`config.mk`:
```
export PLATFORM = sky130hd
export DESIGN_NAME = lcd_frame_timer
export DESIGN_NICKNAME = d
export VERILOG_FILES = /design/src/rtl/lcd_tim_pkg.sv /design/src/rtl/lcd_cfg_reg.sv /design/src/rtl/lcd_pix_div.sv /design/src/rtl/lcd_line_seq.sv /design/src/rtl/lcd_frame_seq.sv /design/src/rtl/lcd_frame_timer.sv
export SDC_FILE = /design/constraint.sdc
export NUM_CORES = 1
export LEC_CHECK = 0
export ABC_AREA = 0
export BUFFER_PORTS_ARGS = -buffer_cell sky130_fd_sc_hd__buf_4
export CAP_MARGIN = 0
export CORE_UTILIZATION = 55
export DETAILED_ROUTE_END_ITERATION = 10
export GPL_TIMING_DRIVEN = 0
export PLACE_DENSITY = 0.84
export SKIP_CTS_REPAIR_TIMING = 1
export SLEW_MARGIN = 20
export SYNTH_ARGS = -nofsm -noshare
export SYNTH_HDL_FRONTEND = slang
export SYNTH_HIERARCHICAL = 1
export SYNTH_SLANG_ARGS = --single-unit
```
`constraint.sdc`:
```
create_clock -name clk -period 3.9 [get_ports clk]
set_input_delay 0.39 -clock clk [delete_from_list [all_inputs] [get_ports clk]]
set_output_delay 0.39 -clock clk [all_outputs]
set_load 0.05 [all_outputs]
```
`src/rtl/lcd_tim_pkg.sv`:
```
package lcd_tim_pkg;

  // control word field widths
  localparam int SIZE_W  = 13;
  localparam int LLEN_W  = 6;
  localparam int PDIV_W  = 6;
  localparam int AC_W    = 5;
  localparam int DEPTH_W = 2;
  localparam int WORD_W  = SIZE_W + LLEN_W + PDIV_W + AC_W + DEPTH_W;

  // derived widths
  localparam int WORD_BITS_LOG = 7;                        // 128-bit memory words
  localparam int PIXGRP_LOG    = 4;                        // 16-pixel line groups
  localparam int X_W   = LLEN_W + PIXGRP_LOG + 1;          // pixels per line
  localparam int LB_W  = X_W + 2;                          // bits per line (<= 4 bpp)
  localparam int TOT_W = SIZE_W + WORD_BITS_LOG + 1;       // bits per frame buffer
  localparam int BPP_W = 3;                                // 1, 2 or 4
  localparam int ACC_W = WORD_BITS_LOG;

  typedef struct packed {
    logic [DEPTH_W-1:0] depth;
    logic [AC_W-1:0]    ac;
    logic [PDIV_W-1:0]  pdiv;
    logic [LLEN_W-1:0]  llen;
    logic [SIZE_W-1:0]  size;
  } lcd_word_t;

  function automatic logic [1:0] depth_shift(input logic [DEPTH_W-1:0] code);
    case (code)
      2'b00:   return 2'd0;
      2'b01:   return 2'd1;
      default: return 2'd2;
    endcase
  endfunction

endpackage

```
`src/rtl/lcd_cfg_reg.sv`:
```
module lcd_cfg_reg
  import lcd_tim_pkg::*;
#(
  parameter lcd_word_t RST_WORD = '0
) (
  input  logic      clk,
  input  logic      rst_n,
  input  logic      busy,
  input  logic      we,
  input  lcd_word_t wdata,
  output lcd_word_t word_q
);

  lcd_word_t word_d;

  always_comb begin
    word_d = word_q;
    if (we && !busy) word_d = wdata;
  end

  always_ff @(posedge clk or negedge rst_n) begin
    if (!rst_n) word_q <= RST_WORD;
    else        word_q <= word_d;
  end

endmodule

```
`src/rtl/lcd_pix_div.sv`:
```
module lcd_pix_div #(
  parameter int W = 6
) (
  input  logic         clk,
  input  logic         rst_n,
  input  logic         run,
  input  logic [W-1:0] div,
  output logic         tick
);

  logic [W-1:0] cnt_q, cnt_d;

  assign tick = run && (cnt_q == div);

  always_comb begin
    if (!run || tick) cnt_d = '0;
    else              cnt_d = cnt_q + 1'b1;
  end

  always_ff @(posedge clk or negedge rst_n) begin
    if (!rst_n) cnt_q <= '0;
    else        cnt_q <= cnt_d;
  end

endmodule

```
`src/rtl/lcd_line_seq.sv`:
```
module lcd_line_seq #(
  parameter int X_W   = 11,
  parameter int ACC_W = 7,
  parameter int BPP_W = 3
) (
  input  logic             clk,
  input  logic             rst_n,
  input  logic             run,
  input  logic             tick,
  input  logic [X_W-1:0]   line_pix,
  input  logic [BPP_W-1:0] bpp,
  input  logic             restart,
  output logic             pix_en,
  output logic             line_end,
  output logic             line_pulse,
  output logic             fetch_req
);

  logic [X_W-1:0]   xcnt_q, xcnt_d;
  logic [ACC_W-1:0] acc_q, acc_d;
  logic [ACC_W:0]   acc_sum;
  logic             visible;

  // slot line_pix is the line-pulse slot after the last pixel
  assign visible    = (xcnt_q != line_pix);
  assign pix_en     = tick && visible;
  assign line_end   = tick && !visible;
  assign line_pulse = run && !visible;

  assign acc_sum   = {1'b0, acc_q} + (ACC_W+1)'(bpp);
  assign fetch_req = pix_en && acc_sum[ACC_W];

  always_comb begin
    xcnt_d = xcnt_q;
    if (!run)          xcnt_d = '0;
    else if (line_end) xcnt_d = '0;
    else if (tick)     xcnt_d = xcnt_q + 1'b1;
  end

  always_comb begin
    acc_d = acc_q;
    if (!run)                     acc_d = '0;
    else if (line_end && restart) acc_d = '0;
    else if (pix_en)              acc_d = acc_sum[ACC_W-1:0];
  end

  always_ff @(posedge clk or negedge rst_n) begin
    if (!rst_n) begin
      xcnt_q <= '0;
      acc_q  <= '0;
    end else begin
      xcnt_q <= xcnt_d;
      acc_q  <= acc_d;
    end
  end

endmodule

```
`src/rtl/lcd_frame_seq.sv`:
```
module lcd_frame_seq #(
  parameter int TOT_W = 21,
  parameter int LB_W  = 13,
  parameter int AC_W  = 5
) (
  input  logic            clk,
  input  logic            rst_n,
  input  logic            run,
  input  logic            line_end,
  input  logic [TOT_W-1:0] total_bits,
  input  logic [LB_W-1:0]  line_bits,
  input  logic [AC_W-1:0]  ac_div,
  output logic            restart,
  output logic            first_line,
  output logic            m_out
);

  logic [TOT_W-1:0] rem_q, rem_d, start_rem, lb_ext;
  logic             first_d;
  logic [AC_W-1:0]  acnt_q, acnt_d;
  logic             m_d;
  logic             ac_flip;

  assign lb_ext    = TOT_W'(line_bits);
  // budget left after line 0; a buffer smaller than one line still gives one line
  assign start_rem = (total_bits >= lb_ext) ? (total_bits - lb_ext) : '0;
  assign restart   = line_end && (rem_q < lb_ext);
  assign ac_flip   = line_end && (acnt_q == ac_div);

  always_comb begin
    rem_d   = rem_q;
    first_d = first_line;
    if (!run) begin
      rem_d   = start_rem;
      first_d = 1'b1;
    end else if (line_end) begin
      rem_d   = restart ? start_rem : (rem_q - lb_ext);
      first_d = restart;
    end
  end

  always_comb begin
    acnt_d = acnt_q;
    m_d    = m_out;
    if (!run) begin
      acnt_d = '0;
      m_d    = 1'b0;
    end else if (line_end) begin
      acnt_d = ac_flip ? '0 : (acnt_q + 1'b1);
      if (ac_flip) m_d = !m_out;
    end
  end

  always_ff @(posedge clk or negedge rst_n) begin
    if (!rst_n) begin
      rem_q      <= '0;
      first_line <= 1'b1;
      acnt_q     <= '0;
      m_out      <= 1'b0;
    end else begin
      rem_q      <= rem_d;
      first_line <= first_d;
      acnt_q     <= acnt_d;
      m_out      <= m_d;
    end
  end

endmodule

```
`src/rtl/lcd_frame_timer.sv`:
```
module lcd_frame_timer
  import lcd_tim_pkg::*;
#(
  parameter int DEF_XRES = 640,
  parameter int DEF_YRES = 240,
  parameter int DEF_BPP  = 4,
  parameter int DEF_PDIV = 0,
  parameter int DEF_AC   = 13
) (
  input  logic        clk,
  input  logic        rst_n,
  input  logic        en,
  input  logic        cfg_we,
  input  logic [31:0] cfg_wdata,
  output logic        pix_en,
  output logic        line_pulse,
  output logic        frame_pulse,
  output logic        ac_bias,
  output logic        fetch_req
);

  localparam int DEF_SIZE  = DEF_XRES * DEF_YRES * DEF_BPP / 128 - 1;
  localparam int DEF_LLEN  = DEF_XRES / 16 - 1;
  localparam int DEF_DCODE = (DEF_BPP == 1) ? 0 : (DEF_BPP == 2) ? 1 : 3;
  localparam lcd_word_t DEF_WORD = {
    DEPTH_W'(DEF_DCODE), AC_W'(DEF_AC), PDIV_W'(DEF_PDIV),
    LLEN_W'(DEF_LLEN), SIZE_W'(DEF_SIZE)
  };

  // reset: asserted asynchronously, released on the clock
  logic [1:0] rst_sync;
  logic       rst_s;

  always_ff @(posedge clk or negedge rst_n) begin
    if (!rst_n) rst_sync <= 2'b00;
    else        rst_sync <= {rst_sync[0], 1'b1};
  end
  assign rst_s = rst_sync[1];

  logic run;

  always_ff @(posedge clk or negedge rst_s) begin
    if (!rst_s) run <= 1'b0;
    else        run <= en;
  end

  lcd_word_t cfg_q;

  lcd_cfg_reg #(.RST_WORD(DEF_WORD)) u_cfg (
    .clk    (clk),
    .rst_n  (rst_s),
    .busy   (en || run),
    .we     (cfg_we),
    .wdata  (cfg_wdata),
    .word_q (cfg_q)
  );

  // geometry derived from the control word
  logic [1:0]       dshift;
  logic [BPP_W-1:0] bpp;
  logic [X_W-1:0]   line_pix;
  logic [LB_W-1:0]  line_bits;
  logic [TOT_W-1:0] total_bits;

  assign dshift     = depth_shift(cfg_q.depth);
  assign bpp        = BPP_W'(1) << dshift;
  assign line_pix   = (X_W'(cfg_q.llen) + X_W'(1)) << PIXGRP_LOG;
  assign line_bits  = LB_W'(line_pix) << dshift;
  assign total_bits = (TOT_W'(cfg_q.size) + TOT_W'(1)) << WORD_BITS_LOG;

  logic tick, line_end, restart, first_line, m_int;

  lcd_pix_div #(.W(PDIV_W)) u_div (
    .clk   (clk),
    .rst_n (rst_s),
    .run   (run),
    .div   (cfg_q.pdiv),
    .tick  (tick)
  );

  lcd_line_seq #(.X_W(X_W), .ACC_W(ACC_W), .BPP_W(BPP_W)) u_line (
    .clk        (clk),
    .rst_n      (rst_s),
    .run        (run),
    .tick       (tick),
    .line_pix   (line_pix),
    .bpp        (bpp),
    .restart    (restart),
    .pix_en     (pix_en),
    .line_end   (line_end),
    .line_pulse (line_pulse),
    .fetch_req  (fetch_req)
  );

  lcd_frame_seq #(.TOT_W(TOT_W), .LB_W(LB_W), .AC_W(AC_W)) u_frame (
    .clk        (clk),
    .rst_n      (rst_s),
    .run        (run),
    .line_end   (line_end),
    .total_bits (total_bits),
    .line_bits  (line_bits),
    .ac_div     (cfg_q.ac),
    .restart    (restart),
    .first_line (first_line),
    .m_out      (m_int)
  );

  assign frame_pulse = run && first_line;
  assign ac_bias     = run && m_int;

endmodule

```
==> results.md <==
* Status: complete, no violations
* DP HPWL at 11.3 mm
* Synth Flop Type: dfrtp_1
* Setup ws final at 0.227 ns
* Drt first pass iters at 5
* Wire per inst at 17.2 um
* Clock Skews at 0.00564 ns
* Most Crowded Layer GR: met2
* Initial DRC Count at 412
* Share of layout cells above drive strength 1 at 21.4%
* Power Density at 551 nW/um^2
* CP arrival at 3.87 ns
* Routed vias at 5402
* Clk root buf: clkbuf_16
* Critical path launch point type: register
* Worst hold path class: in2reg
* Met3 Resource Use GR at 4.17%
* Slew @ Worst Pin at 0.672 ns
* Area Growth Syn to Fin at 14.5%
* Final nets at 814
* Layout Utilization at 64.4%
* Met1 Usage GRT at 33.8%
* Yosys reg bits at 87
* Max Root-Sink Buffers at 2
* Die X at 110 um
* Worst slack, placed at 0.0173 ns
* I/O Pins at 41
* Drc violations at 0
* Power, Total at 4.05 mW
* Share of Yosys cell area claimed by the top area cell type at 26.5%
* Final Slew Violations at 0
* Core Rows at 39
* Worst IR drop on VDD at 0.333 mV
* Commonest non-fill, non-tap cell in the layout: dfrtp_1
* Post-synth EDFFs at 0
* Drt total wl at 15.3 mm
* H-tree levels at 3
* Core area at 11400 sq um
* Crit share post-route at 94.2%
* CP max FO at 7
* Max cap viols at 0
* Top delay family on crit path: compound AO/OA/AOI/OAI gates
* TritonCTS buffer count at 9
* Crit-path max cell delay at 0.61 ns
* GRT Util Overall at 26.6%
* Worst slew margin at 55.2%
* Synthesized area at 6420 sq um
* Mapped Cells at 670
* Pleak at 3.18 nW
* CTS tree: built
* Initial Util at 56.2%
* CP bufs+invs at 3
* Max Clk Rate at 272 MHz
* CTS sink count at 87
* Vias per std cell at 6.08
* Setup violations, final at 0
* RePlAce Congestion at 0.922
* RSZ-0062 raised after global routing: no
* Asr flop ratio synth at 100%
* Global-route wire length before repair at 24.8 mm
* Leading area contributor after synthesis: dfrtp_1
* Overflow after GRT at 0
* Die area at 12100 sq um
* Die Height at 110 um
* Clk slew on worst S/H paths at 0.06 ns
* Cell chain of the critical path: ha_2 -> nand3_1 -> xor2_2 -> inv_1 -> mux2i_1 -> a21oi_1 -> inv_1 -> ha_1 -> a21oi_1 -> o21ai_0 -> a21oi_1 -> a21oi_2 -> nor3_1 -> inv_1 -> a21oi_2 -> o22ai_1
* Initial antenna violation count at 0
* Post-synthesis sequential area ratio at 34.3%
* Commonest non-fill, non-tap cells in the layout: dfrtp_1 (67), nor2_1 (52), nand2_1 (51)
* Slowest CP cell: dfstp_2
* Area contributors post-synth: dfrtp_1 (27%), dfstp_2 (7.8%), mux2_4 (7.0%)
* Worst skew pair latency at 0.34 ns
* Crit Path Class: reg2reg
* Port Buffers at 40
* Post-Syn Area per Cell at 9.58 sq um
* Met2 Use GR at 45.1%
* Largest net degree at the start of global routing at 55
* Hold Fails Final Rpt at 0
* Critical Path RT at 4.10 ns
* Filler cells at 908
* Post-DRT Antenna Nets at 0
* Crit path time final at 3.67 ns
* Syn. warnings at 6
* Synth unique cells at 79
* Vias in the first global route at 5328
* Antenna Cells at 0
* Crit path capture type: register
[metal layers]
| layer | wire (um) | vias up | part of all wire [%] |
|---|---|---|---|
| met5 | 0 | - | 0 |
| met4 | 432 | 0 | 2.8 |
| met3 | 783 | 41 | 5.1 |
| met2 | 7540 | 183 | 49 |
| met1 | 6520 | 2654 | 43 |
| li1 | - | 2524 | - |
[state kept, by name, indices dropped and copies added, names as in the netlist]
name and cells:
rst_sync 2, run 1, u_cfg/word_q 32, u_div/cnt_q 6, u_frame/acnt_q 5, u_frame/first_line 1, u_frame/m_out 1, u_frame/rem_q 21
u_line/acc_q 7, u_line/xcnt_q 11
[final timing paths]
check,slack (ns),startpoint,to,cells past startpoint
max,0.23,u_cfg/word_q[13],u_line/acc_q[0],16
min,0.16,en,run,1
max reg2reg,0.23,u_cfg/word_q[13],u_line/acc_q[0],16
min reg2reg,0.28,rst_sync[1],run,0
max in group asynchronous,2.95,rst_sync[1],u_cfg/word_q[15],1
min in group asynchronous,0.28,rst_sync[1],run,0
[cells in the mapped netlist, types with 4 or more instances]
cell type and count:
dfrtp_1 68, nor2_1 53, nand2_1 51, xnor2_1 40
inv_1 38, xor2_1 35, ha_1 34, a21oi_1 33
mux2_4 30, nand3_1 29, o21ai_0 29, dfstp_2 19
nand4_1 13, nand2b_1 12, nor3_1 11, clkbuf_1 10
and3_1 8, a211oi_1 7, o21a_1 7, or3_1 7
a221oi_2 6, nor2b_1 6, o2111ai_1 6, o211ai_1 6
and2_1 5, buf_6 5, nor4_1 5, o221ai_1 5
buf_2 4, mux2i_1 4, o32ai_1 4
[area by class of cell]
cell class	instances	area (sq um)	area share, %
well taps	143	179	2.43
clock buffers	11	253	3.44
inverters	38	143	1.94
flip-flops and latches	87	2200	30.0
clock inverters	5	40.0	0.545
multi-input cells	537	3980	54.2
repair buffers	43	345	4.70
plain buffers	25	206	2.81
[cells by family after synthesis]
family                   after synthesis  share of synthesized area (%)
buffers and inverters                 63                           5.36
other                                  2                          0.117
AO/OA/AOI/OAI                        146                           16.3
multiplexers                          36                           7.99
flip-flops                            87                           34.3
AND/OR/NAND/NOR                      224                           18.2
adder cells (fa/ha/maj)               37                           7.56
XOR/XNOR                              75                           10.2
[per-stage QoR]
step                      std cells  cell area (sq um)  hold WS, ns  TNS [ns]
after detailed placement        871               7000        0.177         0
after global routing            889               7350        0.156         0
final                           889               7350        0.161         0
after floorplan                 687               6480       0.0944         0
after CTS                       887               7290       -0.186  -0.00565
after global placement          870               6960        0.173         0
[power breakdown]
| part | internal, mW | switching (mW) |
|---|---|---|
| sequential | 1.10 | 0.175 |
| combinational | 0.848 | 1.08 |
| clock | 0.471 | 0.371 |
Power figures use the tool's default switching activity.
